===== src/rtl/bignum_ctl_pkg.sv =====
package bignum_ctl_pkg;

    typedef enum logic [2:0] {
        ST_BOOT,
        ST_IDLE,
        ST_LAUNCH,
        ST_BUSY,
        ST_HOLD
    } ctl_state_e;

    // function word layout
    localparam int FOP_W     = 12;
    localparam int RUN_BIT   = 15;
    localparam int STALL_BIT = 24;
    localparam int MSONE_BIT = 3;
    // bits that select an operation (bit 2 reserved, bit 3 is a modifier)
    localparam logic [FOP_W-1:0] OP_MASK = 12'b1111_1111_0011;

    // word addresses
    localparam int A_PTR0  = 0;
    localparam int A_LEN0  = 4;
    localparam int A_SHIFT = 6;
    localparam int A_FUNC  = 7;
    localparam int A_CMP   = 8;
    localparam int A_MSW   = 9;
    localparam int A_DIV   = 10;

endpackage


===== src/rtl/bn_op_select.sv =====
module bn_op_select #(
    parameter int FW = 12
) (
    input  logic [FW-1:0] func_bits,
    input  logic [FW-1:0] op_mask,
    output logic [FW-1:0] op_onehot,
    output logic          any_sel,
    output logic          multi_sel
);
    logic [FW-1:0] cand;
    logic          found;
    int            hits;

    assign cand = func_bits & op_mask;

    always_comb begin
        op_onehot = '0;
        found     = 1'b0;
        hits      = 0;
        for (int i = 0; i < FW; i++) begin
            if (cand[i]) begin
                hits = hits + 1;
                if (!found) begin
                    op_onehot[i] = 1'b1;
                    found        = 1'b1;
                end
            end
        end
        any_sel   = found;
        multi_sel = (hits > 1);
    end
endmodule


===== src/rtl/bn_shadow_bank.sv =====
module bn_shadow_bank #(
    parameter int N      = 4,
    parameter int W      = 11,
    parameter bit ALIGN0 = 1'b1
) (
    input  logic                clk,
    input  logic                rst_n,
    input  logic [N-1:0]        wr_en,
    input  logic [W-1:0]        wdata,
    input  logic                load,
    output logic [N-1:0][W-1:0] shadow_o,
    output logic [N-1:0][W-1:0] active_o
);
    logic [W-1:0] wval;

    generate
        if (ALIGN0) begin : g_align
            assign wval = {wdata[W-1:1], 1'b0};
        end else begin : g_plain
            assign wval = wdata;
        end
    endgenerate

    generate
        for (genvar i = 0; i < N; i++) begin : g_entry
            always_ff @(posedge clk) begin
                if (!rst_n) begin
                    shadow_o[i] <= '0;
                end else if (wr_en[i]) begin
                    shadow_o[i] <= wval;
                end
            end

            always_ff @(posedge clk) begin
                if (!rst_n) begin
                    active_o[i] <= '0;
                end else if (load) begin
                    active_o[i] <= shadow_o[i];
                end
            end
        end
    endgenerate
endmodule


===== src/rtl/bn_result_hold.sv =====
module bn_result_hold #(
    parameter int W = 35
) (
    input  logic         clk,
    input  logic         rst_n,
    input  logic [W-1:0] res_in,
    input  logic         take_now,
    input  logic         park,
    input  logic         release_i,
    output logic [W-1:0] res_out
);
    logic [W-1:0] pend_q;

    always_ff @(posedge clk) begin
        if (!rst_n) begin
            pend_q <= '0;
        end else if (park) begin
            pend_q <= res_in;
        end
    end

    always_ff @(posedge clk) begin
        if (!rst_n) begin
            res_out <= '0;
        end else if (take_now) begin
            res_out <= res_in;
        end else if (release_i) begin
            res_out <= pend_q;
        end
    end
endmodule


===== src/rtl/bignum_ctl_regs.sv =====
module bignum_ctl_regs
    import bignum_ctl_pkg::*;
#(
    parameter int DW          = 32,
    parameter int AW          = 4,
    parameter int PTR_W       = 11,
    parameter int LEN_W       = 9,
    parameter int SHF_W       = 5,
    parameter int CMP_W       = 3,
    parameter int MSW_W       = 16,
    parameter int BOOT_CYCLES = 4
) (
    input  logic             clk,
    input  logic             rst_n,
    input  logic             reg_we,
    input  logic [AW-1:0]    reg_addr,
    input  logic [DW-1:0]    reg_wdata,
    output logic [DW-1:0]    reg_rdata,
    output logic             eng_start,
    output logic [11:0]      eng_op,
    output logic             eng_msone,
    output logic [PTR_W-1:0] eng_aptr,
    output logic [PTR_W-1:0] eng_bptr,
    output logic [PTR_W-1:0] eng_cptr,
    output logic [PTR_W-1:0] eng_dptr,
    output logic [LEN_W-1:0] eng_alen,
    output logic [LEN_W-1:0] eng_blen,
    output logic [SHF_W-1:0] eng_shift,
    input  logic             eng_done,
    input  logic [CMP_W-1:0] eng_cmp,
    input  logic [MSW_W-1:0] eng_msw,
    input  logic [MSW_W-1:0] eng_divmsw,
    output logic             irq,
    output logic             op_err
);
    localparam int NPTR   = 4;
    localparam int NLEN   = 2;
    localparam int RES_W  = CMP_W + 2 * MSW_W;
    localparam int BCNT_W = $clog2(BOOT_CYCLES + 1);
    localparam logic [BCNT_W-1:0] BOOT_LAST = BCNT_W'(BOOT_CYCLES - 1);

    ctl_state_e state_q, state_d;
    logic [BCNT_W-1:0] boot_cnt_q;

    logic [FOP_W-1:0] func_raw_q;
    logic             stall_q;
    logic [SHF_W-1:0] shift_q;
    logic             op_err_q;

    logic             run;
    logic             go_launch;
    logic             res_take, res_park, res_release;

    logic [NPTR-1:0]  ptr_wr;
    logic [NLEN-1:0]  len_wr;
    logic             shift_wr, func_wr;

    logic [NPTR-1:0][PTR_W-1:0] ptr_shadow, ptr_active;
    logic [NLEN-1:0][LEN_W-1:0] len_shadow, len_active;

    logic [FOP_W-1:0] wr_onehot, raw_onehot;
    logic             wr_any, wr_multi, raw_any, raw_multi;

    logic [RES_W-1:0] res_vis;
    logic [CMP_W-1:0] cmp_vis;
    logic [MSW_W-1:0] msw_vis, div_vis;

    // ---------------- write decode ----------------
    generate
        for (genvar i = 0; i < NPTR; i++) begin : g_ptr_dec
            assign ptr_wr[i] = reg_we && (reg_addr == AW'(A_PTR0 + i));
        end
        for (genvar j = 0; j < NLEN; j++) begin : g_len_dec
            assign len_wr[j] = reg_we && (reg_addr == AW'(A_LEN0 + j));
        end
    endgenerate
    assign shift_wr = reg_we && (reg_addr == AW'(A_SHIFT));
    assign func_wr  = reg_we && (reg_addr == AW'(A_FUNC));

    // ---------------- operation select ----------------
    bn_op_select #(.FW(FOP_W)) u_sel_wr (
        .func_bits (reg_wdata[FOP_W-1:0]),
        .op_mask   (OP_MASK),
        .op_onehot (wr_onehot),
        .any_sel   (wr_any),
        .multi_sel (wr_multi)
    );

    bn_op_select #(.FW(FOP_W)) u_sel_raw (
        .func_bits (func_raw_q),
        .op_mask   (OP_MASK),
        .op_onehot (raw_onehot),
        .any_sel   (raw_any),
        .multi_sel (raw_multi)
    );

    // ---------------- state register ----------------
    always_ff @(posedge clk) begin
        if (!rst_n) begin
            state_q <= ST_BOOT;
        end else begin
            state_q <= state_d;
        end
    end

    always_ff @(posedge clk) begin
        if (!rst_n) begin
            boot_cnt_q <= '0;
        end else if (state_q == ST_BOOT) begin
            boot_cnt_q <= boot_cnt_q + 1'b1;
        end
    end

    // ---------------- next state ----------------
    always_comb begin
        state_d = state_q;
        unique case (state_q)
            ST_BOOT:   if (boot_cnt_q == BOOT_LAST) state_d = ST_IDLE;
            ST_IDLE:   if (func_wr && reg_wdata[RUN_BIT] && wr_any) state_d = ST_LAUNCH;
            ST_LAUNCH: state_d = ST_BUSY;
            ST_BUSY:   if (eng_done) state_d = stall_q ? ST_HOLD : ST_IDLE;
            ST_HOLD:   if (!stall_q) state_d = ST_IDLE;
            default:   state_d = ST_BOOT;
        endcase
    end

    // ---------------- state outputs ----------------
    always_comb begin
        run         = 1'b1;
        eng_start   = 1'b0;
        go_launch   = 1'b0;
        res_take    = 1'b0;
        res_park    = 1'b0;
        res_release = 1'b0;
        unique case (state_q)
            ST_BOOT:   run = 1'b1;
            ST_IDLE: begin
                run       = 1'b0;
                go_launch = (state_d == ST_LAUNCH);
            end
            ST_LAUNCH: eng_start = 1'b1;
            ST_BUSY: begin
                res_take = eng_done && !stall_q;
                res_park = eng_done && stall_q;
            end
            ST_HOLD:   res_release = !stall_q;
            default:   run = 1'b1;
        endcase
    end

    // ---------------- function / shift registers ----------------
    always_ff @(posedge clk) begin
        if (!rst_n) begin
            func_raw_q <= '0;
        end else if (func_wr && !run) begin
            func_raw_q <= reg_wdata[FOP_W-1:0];
        end
    end

    always_ff @(posedge clk) begin
        if (!rst_n) begin
            stall_q <= 1'b0;
        end else if (func_wr) begin
            stall_q <= reg_wdata[STALL_BIT];
        end
    end

    always_ff @(posedge clk) begin
        if (!rst_n) begin
            shift_q <= '0;
        end else if (shift_wr && !run) begin
            shift_q <= reg_wdata[SHF_W-1:0];
        end
    end

    always_ff @(posedge clk) begin
        if (!rst_n) begin
            op_err_q <= 1'b0;
        end else if (state_q == ST_LAUNCH) begin
            op_err_q <= raw_multi;
        end
    end

    // ---------------- double-buffered operand fields ----------------
    bn_shadow_bank #(.N(NPTR), .W(PTR_W), .ALIGN0(1'b1)) u_ptrs (
        .clk      (clk),
        .rst_n    (rst_n),
        .wr_en    (ptr_wr),
        .wdata    (reg_wdata[PTR_W-1:0]),
        .load     (go_launch),
        .shadow_o (ptr_shadow),
        .active_o (ptr_active)
    );

    bn_shadow_bank #(.N(NLEN), .W(LEN_W), .ALIGN0(1'b0)) u_lens (
        .clk      (clk),
        .rst_n    (rst_n),
        .wr_en    (len_wr),
        .wdata    (reg_wdata[LEN_W-1:0]),
        .load     (go_launch),
        .shadow_o (len_shadow),
        .active_o (len_active)
    );

    // ---------------- result status ----------------
    bn_result_hold #(.W(RES_W)) u_res (
        .clk       (clk),
        .rst_n     (rst_n),
        .res_in    ({eng_cmp, eng_msw, eng_divmsw}),
        .take_now  (res_take),
        .park      (res_park),
        .release_i (res_release),
        .res_out   (res_vis)
    );
    assign {cmp_vis, msw_vis, div_vis} = res_vis;

    // ---------------- readback ----------------
    always_comb begin
        reg_rdata = '0;
        if (reg_addr < AW'(A_LEN0)) begin
            reg_rdata = DW'(ptr_shadow[reg_addr[1:0]]);
        end else if (reg_addr == AW'(A_LEN0) || reg_addr == AW'(A_LEN0 + 1)) begin
            reg_rdata = DW'(len_shadow[reg_addr[0]]);
        end else if (reg_addr == AW'(A_SHIFT)) begin
            reg_rdata = DW'(shift_q);
        end else if (reg_addr == AW'(A_FUNC)) begin
            reg_rdata                = DW'(func_raw_q);
            reg_rdata[RUN_BIT]       = run;
            reg_rdata[STALL_BIT]     = stall_q;
        end else if (reg_addr == AW'(A_CMP)) begin
            reg_rdata = DW'(cmp_vis);
        end else if (reg_addr == AW'(A_MSW)) begin
            reg_rdata = DW'(msw_vis);
        end else if (reg_addr == AW'(A_DIV)) begin
            reg_rdata = DW'(div_vis);
        end
    end

    // ---------------- engine side ----------------
    assign eng_op    = raw_any ? raw_onehot : '0;
    assign eng_msone = func_raw_q[MSONE_BIT];
    assign eng_aptr  = ptr_active[0];
    assign eng_bptr  = ptr_active[1];
    assign eng_cptr  = ptr_active[2];
    assign eng_dptr  = ptr_active[3];
    assign eng_alen  = len_active[0];
    assign eng_blen  = len_active[1];
    assign eng_shift = shift_q;
    assign irq       = !run;
    assign op_err    = op_err_q;

endmodule


===== config.mk =====
export PLATFORM = sky130hd
export DESIGN_NAME = bignum_ctl_regs
export DESIGN_NICKNAME = d
export VERILOG_FILES = /design/src/rtl/bignum_ctl_pkg.sv /design/src/rtl/bn_op_select.sv /design/src/rtl/bn_shadow_bank.sv /design/src/rtl/bn_result_hold.sv /design/src/rtl/bignum_ctl_regs.sv
export SDC_FILE = /design/constraint.sdc
export NUM_CORES = 1
export LEC_CHECK = 0
export CAP_MARGIN = 20
export CORE_MARGIN = 3
export CORE_UTILIZATION = 40
export CTS_CLUSTER_SIZE = 16
export DETAILED_ROUTE_END_ITERATION = 12
export GPL_TIMING_DRIVEN = 0
export HOLD_SLACK_MARGIN = 0.12
export PLACE_DENSITY_LB_ADDON = 0.2
export REMOVE_ABC_BUFFERS = 1
export SLEW_MARGIN = 20
export SYNTH_ARGS = -nofsm -noshare
export SYNTH_HDL_FRONTEND = slang
export SYNTH_HIERARCHICAL = 1
export SYNTH_SLANG_ARGS = --single-unit

===== constraint.sdc =====
create_clock -name clk -period 7.5 [get_ports clk]
set_input_delay 0.75 -clock clk [delete_from_list [all_inputs] [get_ports clk]]
set_output_delay 0.75 -clock clk [all_outputs]
set_load 0.01 [all_outputs]

==> results of run 1 <==
[layout make-up]
cell class	instances	share of cell area (%)
inverter	12	0.3141
sequential	211	29.46
clock inverter	9	0.7853
multi-input combinational	898	48.36
clock buffer	35	4.895
tap	378	3.298
antenna	1	0.01745
timing repair buffer	167	12.87
[power groups by stage]
stage | combinational [mW] | sequential (mW) | clock, mW
after floorplan | 0.0743 | 1.16 | 0
after CTS | 0.169 | 1.14 | 1.22
after detailed placement | 0.168 | 1.16 | 0
after global routing | 0.184 | 1.14 | 1.26
after global placement | 0.171 | 1.16 | 0
final | 0.169 | 1.14 | 1.19
[per-stage QoR]
| stage | setup WS, ns | hold WS, ns | area, um2 | TNS, ns |
|---|---|---|---|---|
| after floorplan | 1.343 | 0.4604 | 11150 | 0 |
| after global placement | -1.768 | 0.4811 | 13130 | -101.95 |
| after detailed placement | 0.5829 | 0.4885 | 13520 | 0 |
| after CTS | 0.5544 | 0.4969 | 14330 | 0 |
| after global routing | 0.1272 | 0.5218 | 14340 | 0 |
| final | 0.4926 | 0.4996 | 14340 | 0 |
[metal layers]
metal  routed length [um]  share of wire, %
met3                 1471               5.0
met2                13550                46
met1                14050                48
met4                  383               1.3
met5                    0                 0
[worst reg2reg max path: cells and delay by family (launching register included)]
family / cells / cell delay, ns
AOI/OAI and AO/OA: 9 / 1.45
xor gates and xnor gates: 1 / 0.47
adders and majority gates: 9 / 2.87
buffers and inverters: 1 / 0.09
DFF: 1 / 0.36
muxes: 1 / 0.27
and+or+nand+nor: 12 / 1.37
[worst max-delay path by stage]
stage                        from                  end  slack, ns  depth (start not counted)
floorplan           func_raw_q[0]               op_err       1.34                         33
global placement      reg_addr[0]  u_ptrs/active_o[30]      -1.77                          6
detailed placement  func_raw_q[0]               op_err       0.58                         33
CTS                 func_raw_q[0]               op_err       0.55                         33
global route        func_raw_q[0]               op_err       0.13                         33
finish              func_raw_q[0]               op_err       0.49                         33
[sequential cells by signal, indices dropped and copies added (netlist names)]
signal	cells
u_ptrs/shadow_o	40
func_raw_q	12
op_err	1
eng_shift	5
boot_cnt_q	3
u_ptrs/active_o	40
u_res/pend_q	35
state_q	3
u_lens/active_o	18
stall_q	1
u_lens/shadow_o	18
u_res/res_out	35
[cell usage in the layout, fill, tap and decap left out, drive strengths merged, types with 7 or more instances in the layout]
| cell type | instances |
|---|---|
| inv | 13 |
| buf | 20 |
| clkdlybuf4s50 | 147 |
| nand3 | 13 |
| and2 | 26 |
| a22o | 7 |
| a21boi | 15 |
| mux2 | 39 |
| o21ai | 21 |
| ha | 15 |
| xnor3 | 8 |
| nor3 | 9 |
| mux2i | 167 |
| or2b | 13 |
| conb | 72 |
| xor2 | 7 |
| a22oi | 9 |
| nand2b | 28 |
| nor2 | 41 |
| o211a | 38 |
| and3 | 8 |
| a21oi | 22 |
| mux4 | 11 |
| nand2 | 79 |
| xnor2 | 13 |
| nor2b | 161 |
| clkbuf | 35 |
| dfxtp | 211 |
==> impl_metrics.toml, run 1 <==
[critical_path]
path_buf_inv = 1
cp.required_ns = 7.90
endpoint_kind = "flop"
critPathArrivalTime_ns = 7.41
reg2reg_to = "op_err"
cp_common_cell = "ha_1"
cpPeakStageDelay_ns = 0.47
reg2reg_from = "func_raw_q[0]"
startpoint_type = "flop"
rr_worst_depth = 33
crit_type = "flop to flop"
critical_path.top_delay_family = "adder cells"
cp_slowest_cell = "xnor3_2"
crit_fanout = 5
rrSetupSlack_ns = 0.49

[final_layout]
register_area_um2 = 4224
multiInputGateArea_um2 = 6934
stdcell_count = 1711
area_growth_pct = 23.57
nFillCells = 2593
drive_gt1_share_pct = 11.94
fin_nets = 1404
final_util_pct = 50.91

[grt]
grt_use_met3_pct = 3.204
met1_usage_pct = 25.35
grt_pass1_wl_mm = 46.06
antenna_found_initial = 1
overflow = 0
busiest_layer = "met2"
grt_max_degree = 146
grt.total_usage_pct = 18.29
use_met2_pct = 30.09
first_global_vias = 8304

[floorplanning]
dieArea_um2 = 31090
coreArea_um2 = 28160
die_w_um = 176.3
die_h_um = 176.3
ioPinCount = 190
rows = 61
start_util_pct = 41.20

[logic_synthesis]
syn_avg_cell_area_um2 = 10.10
yosys_warnings = 6
synthCells = 1149
synth_area_um2 = 11600

[power_and_ir_drop]
power.density_nw_per_um2 = 174.1
clockPowerShare_pct = 47.7
power.total_mw = 2.496
power_frac_comb_pct = 6.8
intPower_mw = 1.931
ir_drop_uv = 133.9
p_leak_nw = 5.516
p_seq_share_pct = 45.6
p_sw_share_pct = 22.63
switchingPower_mw = 0.5649

[detailed_routing]
final_antenna_net_count = 0
drt-vias-per-instance = 4.960
drc = 0
dr.pass1.iters = 5
route.vias.total = 8486
wl_per_cell_um = 17.21
initialDrtViolationCount = 510
drt_wl_total_mm = 29.45

[cts]
clock_latency_ns = 0.52
cts_buffer_depth = 3
cts.clk_slew.worst_paths_ns = 0.06
cts.sinks = 211
hold_buffers = 0
cts_tree = "done"
cts.repair.resized = 0
cts_root_buf = "clkbuf_16"
cts_buffers = 24
cts_setup_buffers = 0
htreeDepth = 1

[timing]
period_needed_ns = 7.007
rsz0062_at_grt = "false"
worst_pin_slew_ns = 0.7968
slew_headroom_pct = 46.82
setup_viol = 0
max_freq_ghz = 0.1427
report.final.slew_viol_count = 0
period_share_pct = 93.43
finClkSkew_ns = 0.009013
finalHoldViolCount = 0

[worst_hold_path]
worstHoldPathCells = 2
hp-start = "func_raw_q[0]"
hold_end = "func_raw_q[0]"
holdCritPathClass = "flop to flop"

[place]
portBuffers = 150
dp.cells = 1666
gp_congestion = 0.8336
dpl.hpwl_mm = 21.15

[flow_run]
maxCapViolCount = 0

[outcome]
status = "complete, no violations"
Note: power is estimated with default switching activity, not from simulation.
==> run 2: changes to the inputs <==
- SYNTH_HIERARCHICAL: 1 -> default
- TNS_END_PERCENT: default -> 50
==> run 2 against run 1 <==
Against the previous run: critical endpoint unchanged; hold slack worse by 0.040 ns; first-iteration DRC count up 19%; critical path depth decreased by 3; combinational power grew 9%; die area shrank 12%; global-route usage rose by 1.9 points; count of clock-buffer cells in the layout fell by 1; area after synthesis down 13%.
==> impl_metrics.toml, run 2 <==
[outcome]
status = "complete, no violations"

[critical_path]
reg2reg_to = "op_err"
critPathArrivalTime_ns = 6.88
crit_fanout = 10
rr_worst_depth = 30
cp_common_cell = "ha_1"
cp.required_ns = 7.94
cp_slowest_cell = "a221oi_1"
rrSetupSlack_ns = 1.06
cpPeakStageDelay_ns = 0.61
startpoint_type = "flop"
crit_type = "flop to flop"
reg2reg_from = "func_raw_q[0]"
endpoint_kind = "flop"

[logic_synthesis]
yosysTopAreaCellShare_pct = 41.73
synthCells = 1177
yosys_warnings = 0
ys_ff_latch = 211
ys.flop_type = "dfxtp_1"
synth_area_leaders = "dfxtp_1, nand2_1, a21boi_0"
async_reset_ff_share_pct = 0
synth_area_um2 = 10120
ys_seq_area_share_pct = 41.73
syn_avg_cell_area_um2 = 8.600
synth_edf_count = 0
synth_common_cells = "nand2_1, dfxtp_1, a21boi_0, clkbuf_1, mux2i_1"
yosys.cell_types.count = 58
yosysMostFrequentCell = "nand2_1"
yosys.area.top_type = "dfxtp_1"

[detailed_routing]
final_antenna_net_count = 0
drt-vias-per-instance = 5.235
dr.pass1.iters = 6
wl_per_cell_um = 17.27
drc = 0
route.vias.total = 8471
drt_wl_total_mm = 27.95
initialDrtViolationCount = 607

[cts]
cts_tree = "done"
htreeDepth = 1
cts_buffer_depth = 3
cts_setup_buffers = 0
cts.sinks = 211
cts.repair.resized = 0
cts.clk_slew.worst_paths_ns = 0.07
cts_buffers = 24
clock_latency_ns = 0.51
cts_root_buf = "clkbuf_16"
hold_buffers = 0

[timing]
setup_tns_ns = 0
max_freq_ghz = 0.1553
period_share_pct = 85.88
period_needed_ns = 6.441
worst_pin_slew_ns = 1.018
report.final.slew_viol_count = 0
hold-worst-slack_ns = 0.4591
fin_ws_ns = 1.059
slew_headroom_pct = 31.92
rsz0062_at_grt = "false"
setup_viol = 0
finalHoldViolCount = 0
finClkSkew_ns = 0.01463

[power_and_ir_drop]
p_sw_share_pct = 23.11
p_seq_share_pct = 46.1
power.density_nw_per_um2 = 196.3
intPower_mw = 1.913
ir_drop_uv = 163.2
power_frac_comb_pct = 7.4
p_leak_nw = 4.479
switchingPower_mw = 0.5749
clockPowerShare_pct = 46.4

[worst_hold_path]
holdCritPathClass = "flop to flop"
hp-start = "u_res.pend_q[12]"
worstHoldPathCells = 2
hold_end = "u_res.pend_q[12]"

[final_layout]
stdcell_count = 1618
area_growth_pct = 25.23
final_util_pct = 51.52
fin_nets = 1366
final_cell_mix = "nand2_1, dfxtp_1, a21boi_0"
final_common_cell = "nand2_1"
n_antenna_cell = 0
drive_gt1_share_pct = 7.032
top_regs = "u_ptrs.active_o x40, u_ptrs.shadow_o x40"

[floorplanning]
die_h_um = 165.1
rows = 57
coreArea_um2 = 24600
ioPinCount = 190
die_w_um = 165.1
start_util_pct = 41.14
dieArea_um2 = 27250

[grt]
grt_max_degree = 152
grt_pass1_wl_mm = 44.17
overflow = 0
first_global_vias = 8148
antenna_found_initial = 0
grt.total_usage_pct = 20.22

[place]
dpl.hpwl_mm = 19.54
gp_congestion = 0.8280
portBuffers = 150
place_ws_ns = 1.058
dp.cells = 1576

[flow_run]
maxCapViolCount = 0
## run 2: layout make-up
class	count	area (um2)
clock inverter	8	78.83
timing repair buffer	163	1715
inverter	16	61.31
multi-input combinational	862	5483
sequential	211	4224
fill	2331	11930
clock buffer	34	708.2
tap	324	405.4
## run 2: how the worst max path moves through the flow
stage	startpoint	to	slack [ns]	cells past startpoint
finish	func_raw_q[0]	op_err	1.06	30
detailed placement	func_raw_q[0]	op_err	1.06	30
floorplan	func_raw_q[0]	op_err	1.95	30
global placement	reg_addr[0]	u_lens.active_o[12]	-2.77	7
CTS	func_raw_q[0]	op_err	1.04	30
global route	func_raw_q[0]	op_err	0.40	30
## run 2: power by group through the flow
stage,Sequential [mW],Clock [mW],Combinational (mW)
2_1_floorplan,1.17,0,0.0882
6_report,1.15,1.16,0.185
3_5_place_dp,1.17,0,0.185
5_1_grt,1.15,1.22,0.205
4_1_cts,1.15,1.18,0.186
3_3_place_gp,1.17,0,0.191
## run 2: cell families after synthesis
logic type	after synthesis	share of synthesized area (%)
and+or+nand+nor	477	21.03
AOI/OAI and AO/OA	252	18.60
DFF	211	41.73
buffers and inverters	124	5.439
muxes	79	9.110
xor gates and xnor gates	20	2.447
adders and majority gates	13	1.607
other	1	0.03705
## run 2: metal layers
layer  part of all wire (%)  up-vias  GRT usage [%]  wire length (um)
li1                       -     4176              -                 -
met1                     47     4033          28.97             13250
met2                     45      235          32.15             12610
met3                    6.1       27          3.592              1703
met4                    1.4        0          3.927               384
met5                      0        -              0                 0
## run 2: worst max-delay path: cells and delay by family, from the launching register on
family,cells,cell delay (ns)
multiplexers,2,0.37
buffers and inverters,3,0.29
flip-flops,1,0.43
AND/OR/NAND/NOR,6,0.72
adder cells (fa/ha/maj),7,2.22
AO/OA/AOI/OAI,10,2.01
XOR/XNOR,2,0.31
## run 2: stage by stage
| step | total power [mW] | cell area (um2) |
|---|---|---|
| 4_1_cts | 2.513 | 12670 |
| 3_5_place_dp | 1.358 | 11880 |
| 6_report | 2.488 | 12680 |
| 2_1_floorplan | 1.257 | 9708 |
| 5_1_grt | 2.579 | 12680 |
| 3_3_place_gp | 1.363 | 11610 |
==> run 3: changes to the inputs <==
- clock period: 7.5 -> 5.4 ns (I/O delays scaled with it)
==> run 3 against run 2 <==
Against the previous run: combinational power up 44%; clock skew up 0.0017 ns; sequential power up 38%.
==> impl_metrics.toml, run 3 (synthesis results as in run 2) <==
[outcome]
status = "complete, no violations"

[critical_path]
rrSetupSlack_ns = 0.03
crit_fanout = 4
crit_start = "func_raw_q[1]"
reg2reg_to = "op_err"
endpoint_kind = "flop"
critical_path.top_delay_family = "adder cells"
cpPeakStageDelay_ns = 0.37
cp.required_ns = 5.80
reg2reg_from = "func_raw_q[1]"
cp_slowest_cell = "dfxtp_4"
worstSetupPathDepth = 29
rr_worst_depth = 29
crit_type = "flop to flop"
path_buf_inv = 2
critPathArrivalTime_ns = 5.77
startpoint_type = "flop"
cp-endpoint = "op_err"

[timing]
period_needed_ns = 5.372
hold-worst-slack_ns = 0.4206
rsz0062_at_grt = "true"
finClkSkew_ns = 0.01633
fin_ws_ns = 0.02783
finalHoldViolCount = 0
period_share_pct = 99.48
setup_viol = 0
report.final.slew_viol_count = 0
slew_headroom_pct = 33.27
worst_pin_slew_ns = 0.9978
max_freq_ghz = 0.1861

[detailed_routing]
wl_per_cell_um = 17.44
route.vias.total = 8628
dr.pass1.iters = 6
final_antenna_net_count = 0
drc = 0
drt_wl_total_mm = 28.58
initialDrtViolationCount = 631
drt-vias-per-instance = 5.264

[final_layout]
nFillCells = 2304
top_regs = "u_ptrs.active_o x40, u_ptrs.shadow_o x40"
fin_nets = 1387
drive_gt1_share_pct = 10.57
final_common_cell = "nand2_1"
area_growth_pct = 28.64
register_area_um2 = 4237
multiInputGateArea_um2 = 5645
n_antenna_cell = 0
final_cell_mix = "nand2_1, dfxtp_1, a21boi_0"

[floorplanning]
rows = 57
dieArea_um2 = 27250
ioPinCount = 190
die_h_um = 165.1
start_util_pct = 41.14
coreArea_um2 = 24600
die_w_um = 165.1

[cts]
cts_buffers = 24
clock_latency_ns = 0.52
cts_root_buf = "clkbuf_16"
cts.clk_slew.worst_paths_ns = 0.07
cts_tree = "done"
cts.sinks = 211
hold_buffers = 0
htreeDepth = 1
cts_buffer_depth = 3

[grt]
overflow = 0
first_global_vias = 8256
grt_max_degree = 152
busiest_layer = "met2"
grt.total_usage_pct = 20.43
grt_pass1_wl_mm = 44.61
antenna_found_initial = 0
use_met2_pct = 32.78
grt_use_met3_pct = 3.592
met1_usage_pct = 29.13

[power_and_ir_drop]
p_leak_nw = 4.607
ir_drop_uv = 226.2
power.density_nw_per_um2 = 266.2
power.total_mw = 3.466

[place]
place_ws_ns = -1.042
portBuffers = 150
gp_congestion = 0.8280
dpl.hpwl_mm = 19.54

[flow_run]
maxCapViolCount = 0

[worst_hold_path]
holdCritPathClass = "input pin to flop"
-- run 3: routing by layer --
layer | part of all wire, % | routed length (um)
met2 | 46 | 13050
met3 | 6.6 | 1886
met5 | 0 | 0
met4 | 1.2 | 347
met1 | 47 | 13290
-- run 3: per-stage QoR --
| step | setup TNS (ns) | instance area [um2] | std cells | utilization (%) |
|---|---|---|---|---|
| after global routing | -0.2662 | 13020 | 1639 | 52.92 |
| after floorplan | -0.1505 | 9708 | 1089 | - |
| final | 0 | 13020 | 1639 | 52.92 |
| after CTS | 0 | 12860 | 1630 | 52.28 |
| after global placement | -334.63 | 11610 | 1563 | 47.21 |
| after detailed placement | -1.042 | 11880 | 1576 | 48.30 |
-- run 3: what timing repair did --
action	4_1_cts	5_1_grt
resized for setup	26	18
pin swaps	12	15
buffers inserted	12	9
setup endpoints to repair	1	1
-- run 3: cell type report --
type / instances / share of cell area (%)
Multi-Input combinational cell: 862 / 43.36
Sequential cell: 211 / 32.54
Timing Repair Buffer: 184 / 14.44
Clock buffer: 34 / 5.439
Tap cell: 324 / 3.113
Clock inverter: 8 / 0.6054
Inverter: 16 / 0.5093
-- run 3: report_power, final --
group | switching (mW) | internal, mW
combinational | 0.139 | 0.127
sequential | 0.0170 | 1.58
clock | 0.649 | 0.958
-- run 3: worst min-delay path by stage --
stage / startpoint / cells after the start / to / slack (ns)
3_3_place_gp: u_res.pend_q[13] / 2 / u_res.pend_q[13] / 0.45
2_1_floorplan: u_res.res_out[32] / 2 / u_res.res_out[32] / 0.44
4_1_cts: rst_n / 2 / u_lens.active_o[11] / 0.42
3_5_place_dp: u_res.res_out[32] / 2 / u_res.res_out[32] / 0.46
5_1_grt: rst_n / 2 / u_lens.active_o[11] / 0.44
6_report: rst_n / 3 / op_err / 0.42
-- run 3: worst register-to-register path: cells and delay by family, from the launching register on --
kind	cells	cell delay, ns
AOI/OAI and AO/OA	10	1.35
adders and majority gates	7	1.80
muxes	1	0.28
buffers and inverters	2	0.11
and+or+nand+nor	7	1.09
xor gates and xnor gates	2	0.26
DFF	1	0.37
